File: src/rtl/lockmgr_pkg.sv
package lockmgr_pkg;
  localparam int SRW       = 8;
  localparam int SR_LOCK   = 1;
  localparam int SR_PROG   = 4;
  localparam int SR_ERASE  = 5;

  typedef enum logic [2:0] {
    OP_ERASE   = 3'd0,
    OP_PROG    = 3'd1,
    OP_PROTECT = 3'd2,
    OP_FREEZE  = 3'd3,
    OP_CLRALL  = 3'd4
  } op_e;

  typedef enum logic [1:0] {
    PIN_LOW  = 2'd0,
    PIN_NORM = 2'd1,
    PIN_OVR  = 2'd2
  } pin_e;

  typedef struct packed {
    logic           allow;
    logic [SRW-1:0] err;
    logic           set_blk;
    logic           set_frz;
    logic           clr_all;
  } verdict_t;
endpackage

File: src/rtl/lock_policy.sv
module lock_policy
  import lockmgr_pkg::*;
(
  input  logic [2:0] op,
  input  logic [1:0] pin,
  input  logic       blk_prot,
  input  logic       frozen,
  output verdict_t   v
);
  logic pin_ok, pin_ovr;
  logic [SRW-1:0] e_lock, e_prog, e_erase;

  always_comb begin
    pin_ok  = (pin == PIN_NORM) || (pin == PIN_OVR);
    pin_ovr = (pin == PIN_OVR);
    e_lock  = '0;
    e_lock[SR_LOCK] = 1'b1;
    e_prog  = e_lock;
    e_prog[SR_PROG] = 1'b1;
    e_erase = e_lock;
    e_erase[SR_ERASE] = 1'b1;

    v = '0;
    if (pin_ok) begin
      case (op)
        OP_ERASE, OP_PROG: begin
          if (!blk_prot || (pin_ovr && !frozen)) v.allow = 1'b1;
          else v.err = (op == OP_ERASE) ? e_erase : e_prog;
        end
        OP_PROTECT: begin
          if (!frozen) begin
            v.allow   = 1'b1;
            v.set_blk = 1'b1;
          end else v.err = e_prog;
        end
        OP_FREEZE: begin
          if (pin_ovr) begin
            v.allow   = 1'b1;
            v.set_frz = 1'b1;
          end else v.err = e_prog;
        end
        OP_CLRALL: begin
          if (!frozen) begin
            v.allow   = 1'b1;
            v.clr_all = 1'b1;
          end else v.err = e_prog;
        end
        default: v = '0;
      endcase
    end
  end
endmodule

File: src/rtl/lock_store.sv
module lock_store
  import lockmgr_pkg::*;
#(
  parameter int NBLK = 16,
  localparam int BW  = $clog2(NBLK)
) (
  input  logic            clk,
  input  logic            rst,
  input  logic            upd,
  input  verdict_t        v,
  input  logic [BW-1:0]   blk,
  output logic [NBLK-1:0] prot_q,
  output logic            frz_q
);
  for (genvar g = 0; g < NBLK; g++) begin : g_bit
    always_ff @(posedge clk) begin
      if (rst) prot_q[g] <= 1'b0;
      else if (upd && v.clr_all) prot_q[g] <= 1'b0;
      else if (upd && v.set_blk && (blk == BW'(g))) prot_q[g] <= 1'b1;
    end
  end

  always_ff @(posedge clk) begin
    if (rst) frz_q <= 1'b0;
    else if (upd && v.set_frz) frz_q <= 1'b1;
  end
endmodule

File: src/rtl/lock_id_read.sv
module lock_id_read #(
  parameter int NBLK = 16,
  parameter int DW   = 16,
  parameter int OFFW = 2,
  localparam int BW  = $clog2(NBLK)
) (
  input  logic            clk,
  input  logic            rst,
  input  logic [BW-1:0]   id_blk,
  input  logic [OFFW-1:0] id_off,
  input  logic [NBLK-1:0] prot_q,
  input  logic            frz_q,
  output logic [DW-1:0]   id_data
);
  localparam logic [OFFW-1:0] OFF_BLK = OFFW'(2);
  localparam logic [OFFW-1:0] OFF_FRZ = OFFW'(3);

  logic bit0;
  always_comb begin
    bit0 = 1'b0;
    if (id_off == OFF_BLK) bit0 = prot_q[id_blk];
    else if (id_off == OFF_FRZ && id_blk == '0) bit0 = frz_q;
  end

  always_ff @(posedge clk) begin
    if (rst) id_data <= '0;
    else     id_data <= {{(DW-1){1'b0}}, bit0};
  end
endmodule

File: src/rtl/lock_guard.sv
module lock_guard
  import lockmgr_pkg::*;
#(
  parameter int NBLK = 16,
  parameter int DW   = 16,
  parameter int OFFW = 2,
  localparam int BW  = $clog2(NBLK)
) (
  input  logic            clk,
  input  logic            rst,
  input  logic            req_valid,
  input  logic [2:0]      req_op,
  input  logic [BW-1:0]   req_blk,
  input  logic [1:0]      pin_lvl,
  output logic            resp_valid,
  output logic            resp_allow,
  output logic [SRW-1:0]  resp_err,
  input  logic [BW-1:0]   id_blk,
  input  logic [OFFW-1:0] id_off,
  output logic [DW-1:0]   id_data
);
  logic [NBLK-1:0] prot_q;
  logic            frz_q;
  verdict_t        v;

  lock_policy u_policy (
    .op(req_op), .pin(pin_lvl), .blk_prot(prot_q[req_blk]),
    .frozen(frz_q), .v(v)
  );

  lock_store #(.NBLK(NBLK)) u_store (
    .clk(clk), .rst(rst), .upd(req_valid), .v(v), .blk(req_blk),
    .prot_q(prot_q), .frz_q(frz_q)
  );

  lock_id_read #(.NBLK(NBLK), .DW(DW), .OFFW(OFFW)) u_id (
    .clk(clk), .rst(rst), .id_blk(id_blk), .id_off(id_off),
    .prot_q(prot_q), .frz_q(frz_q), .id_data(id_data)
  );

  always_ff @(posedge clk) begin
    if (rst) begin
      resp_valid <= 1'b0;
      resp_allow <= 1'b0;
      resp_err   <= '0;
    end else begin
      resp_valid <= req_valid;
      resp_allow <= req_valid && v.allow;
      resp_err   <= req_valid ? v.err : '0;
    end
  end
endmodule

File: config.mk
export PLATFORM = sky130hd
export DESIGN_NAME = lock_guard
export DESIGN_NICKNAME = d
export VERILOG_FILES = /design/src/rtl/lockmgr_pkg.sv /design/src/rtl/lock_policy.sv /design/src/rtl/lock_store.sv /design/src/rtl/lock_id_read.sv /design/src/rtl/lock_guard.sv
export SDC_FILE = /design/constraint.sdc
export NUM_CORES = 1
export LEC_CHECK = 0
export BUFFER_PORTS_ARGS = -buffer_cell sky130_fd_sc_hd__buf_2
export CORE_MARGIN = 8
export CORE_UTILIZATION = 55
export CTS_BUF_LIST = sky130_fd_sc_hd__clkbuf_4 sky130_fd_sc_hd__clkbuf_8
export DETAILED_ROUTE_END_ITERATION = 12
export PLACE_DENSITY = 0.86
export REMOVE_ABC_BUFFERS = 1
export SLEW_MARGIN = 20
export SYNTH_ARGS = -nofsm -noshare
export SYNTH_HDL_FRONTEND = slang
export SYNTH_SLANG_ARGS = --single-unit
File: constraint.sdc
create_clock -name clk -period 4.49 [get_ports clk]
set_input_delay 0.2245 -clock clk [delete_from_list [all_inputs] [get_ports clk]]
set_output_delay 0.2245 -clock clk [all_outputs]
set_load 0.05 [all_outputs]
# [Word-level counts from Yosys, hierarchy flattened]
# Index checks and enable logic that the tools add are counted.
# Widths: inputs -> output; s select.
[word_totals] register_bits=43 inputBits=18 out_inout_bits=26 elab_cells=100
[classes] order_cmp=2 eq_ne=23 mux=18 bitwise_logic=2 n_reduce_logical=33
[op_table] cell="$eq 4x4->1 const B" n=8
[op_table] cell="$pmux 9 s3" n=1
[op_table] cell="$logic_and 1x1->1" n=22
[op_table] cell="$eq 4x3->1 const B" n=4
[op_table] cell="$mux 12" n=1
[op_table] cell="$lt 4x5->1 const B" n=2
[op_table] cell="$mux 1" n=10
[op_table] cell="$mux 5" n=2
[op_table] cell="$bmux 1 s4" n=2
[op_table] cell="$eq 4x2->1 const B" n=2
[op_table] cell="$logic_not 4->1" n=2
[op_table] cell="$mux 8" n=1
[op_table] cell="$eq 2x2->1 const B" n=3
[op_table] cell="$eq 3x2->1 const B" n=2
[op_table] cell="$mux 6" n=1
[op_table] cell="$reduce_or 2->1" n=3
[op_table] cell="$eq 4x1->1 const B" n=1
[op_table] cell="$eq 3x1->1 const B" n=1
[op_table] cell="$eq 3x3->1 const B" n=1
[op_table] cell="$logic_not 3->1" n=1
[op_table] cell="$reduce_or 3->1" n=1
[op_table] cell="$eq 2x1->1 const B" n=1
[op_table] cell="$logic_not 1->1" n=2
[op_table] cell="$logic_or 1x1->1" n=2
[op_table] cell="$not 1->1" n=2

# [Logic depth before layout (Yosys ltp)]
[logic_depth] word_depth=9 ltp_mapped=7 mapped_depth_nobuf=7

# [Hierarchy]
# From an unflattened synthesis, not the netlist that was laid out.
[unflattened] hier_cells=162 hier_area_um2=1539.0
[modules_own_cells] module="lock_store" n_inst=1 cells_per_inst=60 area_each_um2=576.8 seq_area_each_um2=340.3
[modules_own_cells] module="lock_guard" n_inst=1 cells_per_inst=28 area_each_um2=401.6 seq_area_each_um2=200.2
[modules_own_cells] module="lock_id_read" n_inst=1 cells_per_inst=41 area_each_um2=344.1 seq_area_each_um2=20.0
[modules_own_cells] module="lock_policy" n_inst=1 cells_per_inst=33 area_each_um2=216.5 seq_area_each_um2=0.0

# [Worst setup path before layout]
# No wires, ideal clock.
[synth_path] path_type="input-to-reg" start="input pin_lvl[0]" end="register u_store.prot_q[13]" setup_time_ns=0.065 arrival_ns=1.544 required_ns=4.425 slack_ns=2.881 cell_stages=7 n_path_buf=0 path_cell_list="inv_1 > ha_1 > nand2b_1 > or4b_4 > nor3_2 > a31oi_1 > nor2_1"
[synth_via] elab_chain_len=5 elab_cells_between_ends=8 classes_between="2 x eq/ne; 1 x mux; 5 x reduce/logical"
[synth_lines] element="start, declared" line_no="lock_guard.sv:14" text="input logic [1:0] pin_lvl,"
[synth_lines] element="$eq 2x1->1 / $eq 2x2->1 (equally long branches)" line_no="lock_policy.sv:14" text="pin_ok = (pin == PIN_NORM) || (pin == PIN_OVR);"
[synth_lines] element="$logic_or 1x1->1 (*)" line_no="lock_policy.sv:14"
[synth_lines] element="$mux 12 (*)" line_no="lock_policy.sv:24" text="if (pin_ok) begin"
[synth_lines] element="$logic_and 1x1->1, on equally long branches" line_no="lock_store.sv:18, lock_store.sv:19"
[synth_lines] element="$reduce_or 2->1 (no line) / $logic_and 1x1->1 (equally long branches)"
[synth_lines] element="end signal, assigned by index" line_no="lock_store.sv:17" text="if (rst) prot_q[g] <= 1'b0;"
[synth_lines] element="end signal, assigned by index" line_no="lock_store.sv:18" text="else if (upd && v.clr_all) prot_q[g] <= 1'b0;"
[synth_lines] element="end signal, assigned by index" line_no="lock_store.sv:19" text="else if (upd && v.set_blk && (blk == BW'(g))) prot_q[g] <= 1'b1;"
[synth_lines] element="end, declared" line_no="lock_store.sv:12" text="output logic [NBLK-1:0] prot_q,"
# Mark *: on every way between the ends. The rest lies on a longest branch, timed or not.
# A chain may end at the register's enable or synchronous reset.

# [Worst setup path in the final report]
# Same ends and word-level chain as after synthesis.

==> flow_metrics.py <==
metrics = {
    "outcome": {
        "status": "finished clean",
    },
    "power_and_ir_drop": {
        "cellLeakagePower_nw": 0.6459,
        "power.density_mw_per_mm2": 270.8,
        "vdd_drop_max_mv": 0.2130,
    },
    "layout": {
        "drive_above_1_share_pct": 22.22,
        "fin_nets": 200,
        "multi_input_area_sq_um": 790.8,
        "fin_util_pct": 59.77,
        "nFillCells": 217,
        "syn2layout_area_growth_pct": 4.779,
        "seqCellArea_sq_um": 460.4,
        "stdcell_count": 210,
        "antenna_cells": 0,
    },
    "synthesis": {
        "synth_top_cell_by_area": "dfxtp_1",
        "synth-seq-cells": 23,
        "synth_cells": 160,
        "syn_avg_cell_area_sq_um": 8.672,
        "synthArstFlopShare_pct": 0,
        "synth-seq-area-share_pct": 33.18,
        "synthFlopType": "dfxtp_1",
        "ys_types": 43,
        "synth.top_cells.by_area": "dfxtp_1 33%, buf_4 11%, mux2i_1 9.4%, nor2_1 6.2%, a31oi_1 4.1%",
        "syn_area_sq_mm": 0.001388,
        "synth-warning-count": 0,
        "synth_top_area_share_pct": 33.18,
        "synth_edf_count": 0,
    },
    "detailed_routing": {
        "drcViolationCount": 0,
        "detail_route.wl_per_cell_um": 14.10,
        "drt_iter0_drc": 49,
        "drtPass1Iterations": 5,
        "viasPerCell": 5.590,
        "via_count": 1174,
        "ant_nets": 0,
        "wl_um": 2960,
    },
    "floorplanning": {
        "die_x_um": 66.23,
        "io_pins": 44,
        "rows": 18,
        "start_util_pct": 57.05,
        "core_sq_mm": 0.002432,
        "design.die.area_sq_mm": 0.004386,
        "die-height_um": 66.23,
    },
    "hold_path": {
        "hold_class": "input pin to register",
        "holdPathStages": 2,
        "hold_path.startpoint": "rst",
    },
    "sta": {
        "hold_viol": 0,
        "hold_ws_ps": 121.3,
        "finalSetupViolCount": 0,
        "setup_slack_ps": 2944,
        "finalCritPeriodShare_pct": 34.44,
        "drv_slew": 0,
        "skew_ps": 0.8277,
        "timing.fmax_mhz": 646.8,
        "rsz0062_at_grt": "false",
        "finalSetupTns_ps": 0,
        "fin_crit_ps": 1546,
    },
    "grt": {
        "antenna_found_initial": 0,
        "grt_util_all_layers_pct": 13.60,
        "overflow": 0,
        "grt_max_degree": 17,
        "grt_pass1_wl_um": 4774,
        "grt_pass1_vias": 1134,
    },
    "cts": {
        "postCtsSetupBuffers": 0,
        "postCtsResizedCells": 0,
        "cts_buffer_depth": 2,
        "cts_tree": "built",
        "postCtsHoldBufs": 0,
        "clock_latency_ps": 300,
        "clk_transition_reported_paths_ps": 120,
        "clkSinkCount": 23,
        "numCtsBuffers": 3,
        "cts_root_buf": "clkbuf_4",
        "ctsHtreeMaxLevel": 1,
    },
    "setup_path": {
        "r2r_cells": 4,
        "crit_type": "input pin to register",
        "cp-startpoint": "pin_lvl[0]",
        "cp_max_fo": 5,
        "r2r-start": "u_store.frz_q",
        "worstPathCellList": "buf_2, inv_1, ha_1, nand2b_1, or4b_4, nor3_2, a31oi_1, nor2_1",
        "max_stage_delay_ps": 560,
        "startpoint_type": "input pin",
        "r2r_slack_ps": 2970,
        "critPathBufInv": 2,
        "crit_cells": 8,
        "cp_top_family": "simple AND/OR/NAND/NOR gates",
        "critPathArrivalTime_ps": 1800,
        "cp.required_ps": 4740,
        "slowest_stage": "or4b_4",
        "crit_path_end_kind": "register",
    },
    "placed_design": {
        "numPortBuffers": 23,
        "gp_congestion": 0.9043,
        "dp_hpwl_um": 2395,
        "dp.cells": 206,
        "place_worst_setup_slack_ps": 2635,
    },
    "run": {
        "drv_cap": 0,
    },
}
state kept, by name (all words and copies together), names as in the netlist:
register,flops
u_store.prot_q,16
resp_valid,1
u_id.id_data,1
resp_err,3
u_store.frz_q,1
resp_allow,1
metrics by stage:
stage                     area, sq um  total power (W)
after floorplan                  1274        0.0002795
after detailed placement         1426        0.0003041
after CTS                        1454        0.0003965
after global routing             1454        0.0004103
final                            1454        0.0003938
after global placement           1426        0.0003024
metal layers:
metal | part of all wire, % | wire (um) | global-route usage, %
met1 | 40 | 1187 | 14.78
met2 | 46 | 1359 | 23.40
met3 | 11 | 340 | 3.390
met4 | 2.4 | 72 | 7.733
met5 | 0 | 0 | 0
synth_stat cells (2+ instances only):
library cell	number
nor2_1	23
dfxtp_1	23
mux2_2	2
a21oi_1	8
mux2i_1	13
nor2b_1	5
nor3_2	4
buf_2	3
nand2_1	5
a31oi_1	9
o31ai_1	2
inv_1	6
a311oi_1	3
a31o_2	2
nand3_1	5
buf_4	20
cell families (layout without fill, tap and decap cells):
group	after synthesis	in the layout	share of synthesized area, %
AO/OA/AOI/OAI	34	34	17.22
XOR/XNOR	1	1	0.6313
adder cells (fa/ha/maj)	1	1	0.9016
buffers and inverters	32	33	14.97
flip-flops	23	23	33.18
multiplexers	15	15	11.00
other	1	20	0.2703
AND/OR/NAND/NOR	53	53	21.82
path summary, 6_finish.rpt:
kind,end
worst max-delay path,u_store.prot_q[13]
worst min-delay path,u_id.id_data[0]
worst max register to register,u_store.prot_q[13]
worst min register to register,u_store.prot_q[6]
layout by cell type (no fill, tap or decap), drive strengths merged, types with 2 or more instances in the layout:
cell type / Yosys / final
buf: 25 / 23
nor3: 6 / 6
nand2: 5 / 5
o31a: 2 / 2
nor2: 23 / 23
nor2b: 5 / 5
dfxtp: 23 / 23
a21oi: 8 / 8
a311oi: 3 / 3
o31ai: 2 / 2
mux2i: 13 / 13
clkbuf: 1 / 3
a31oi: 9 / 9
inv: 6 / 6
conb: 1 / 20
and2b: 2 / 2
nand3: 5 / 5
a31o: 2 / 2
mux2: 2 / 2
power by group:
group | total (W) | leakage, nW | switching, W | internal, W
Clock | 0.0000929 | 0.0177 | 0.0000596 | 0.0000332
Sequential | 0.000207 | 0.186 | 0.000000682 | 0.000206
Combinational | 0.0000944 | 0.442 | 0.0000732 | 0.0000212
Total | 0.000394 | 0.646 | 0.000133 | 0.000260
layout make-up:
type / instances / area share [%]
inverters: 6 / 1.549
multi-input cells: 124 / 54.39
repair buffers: 23 / 7.917
well taps: 30 / 2.582
clock buffers: 3 / 1.549
flip-flops and latches: 23 / 31.67
clock inverters: 1 / 0.3442
(Power assumes the default switching activity.)
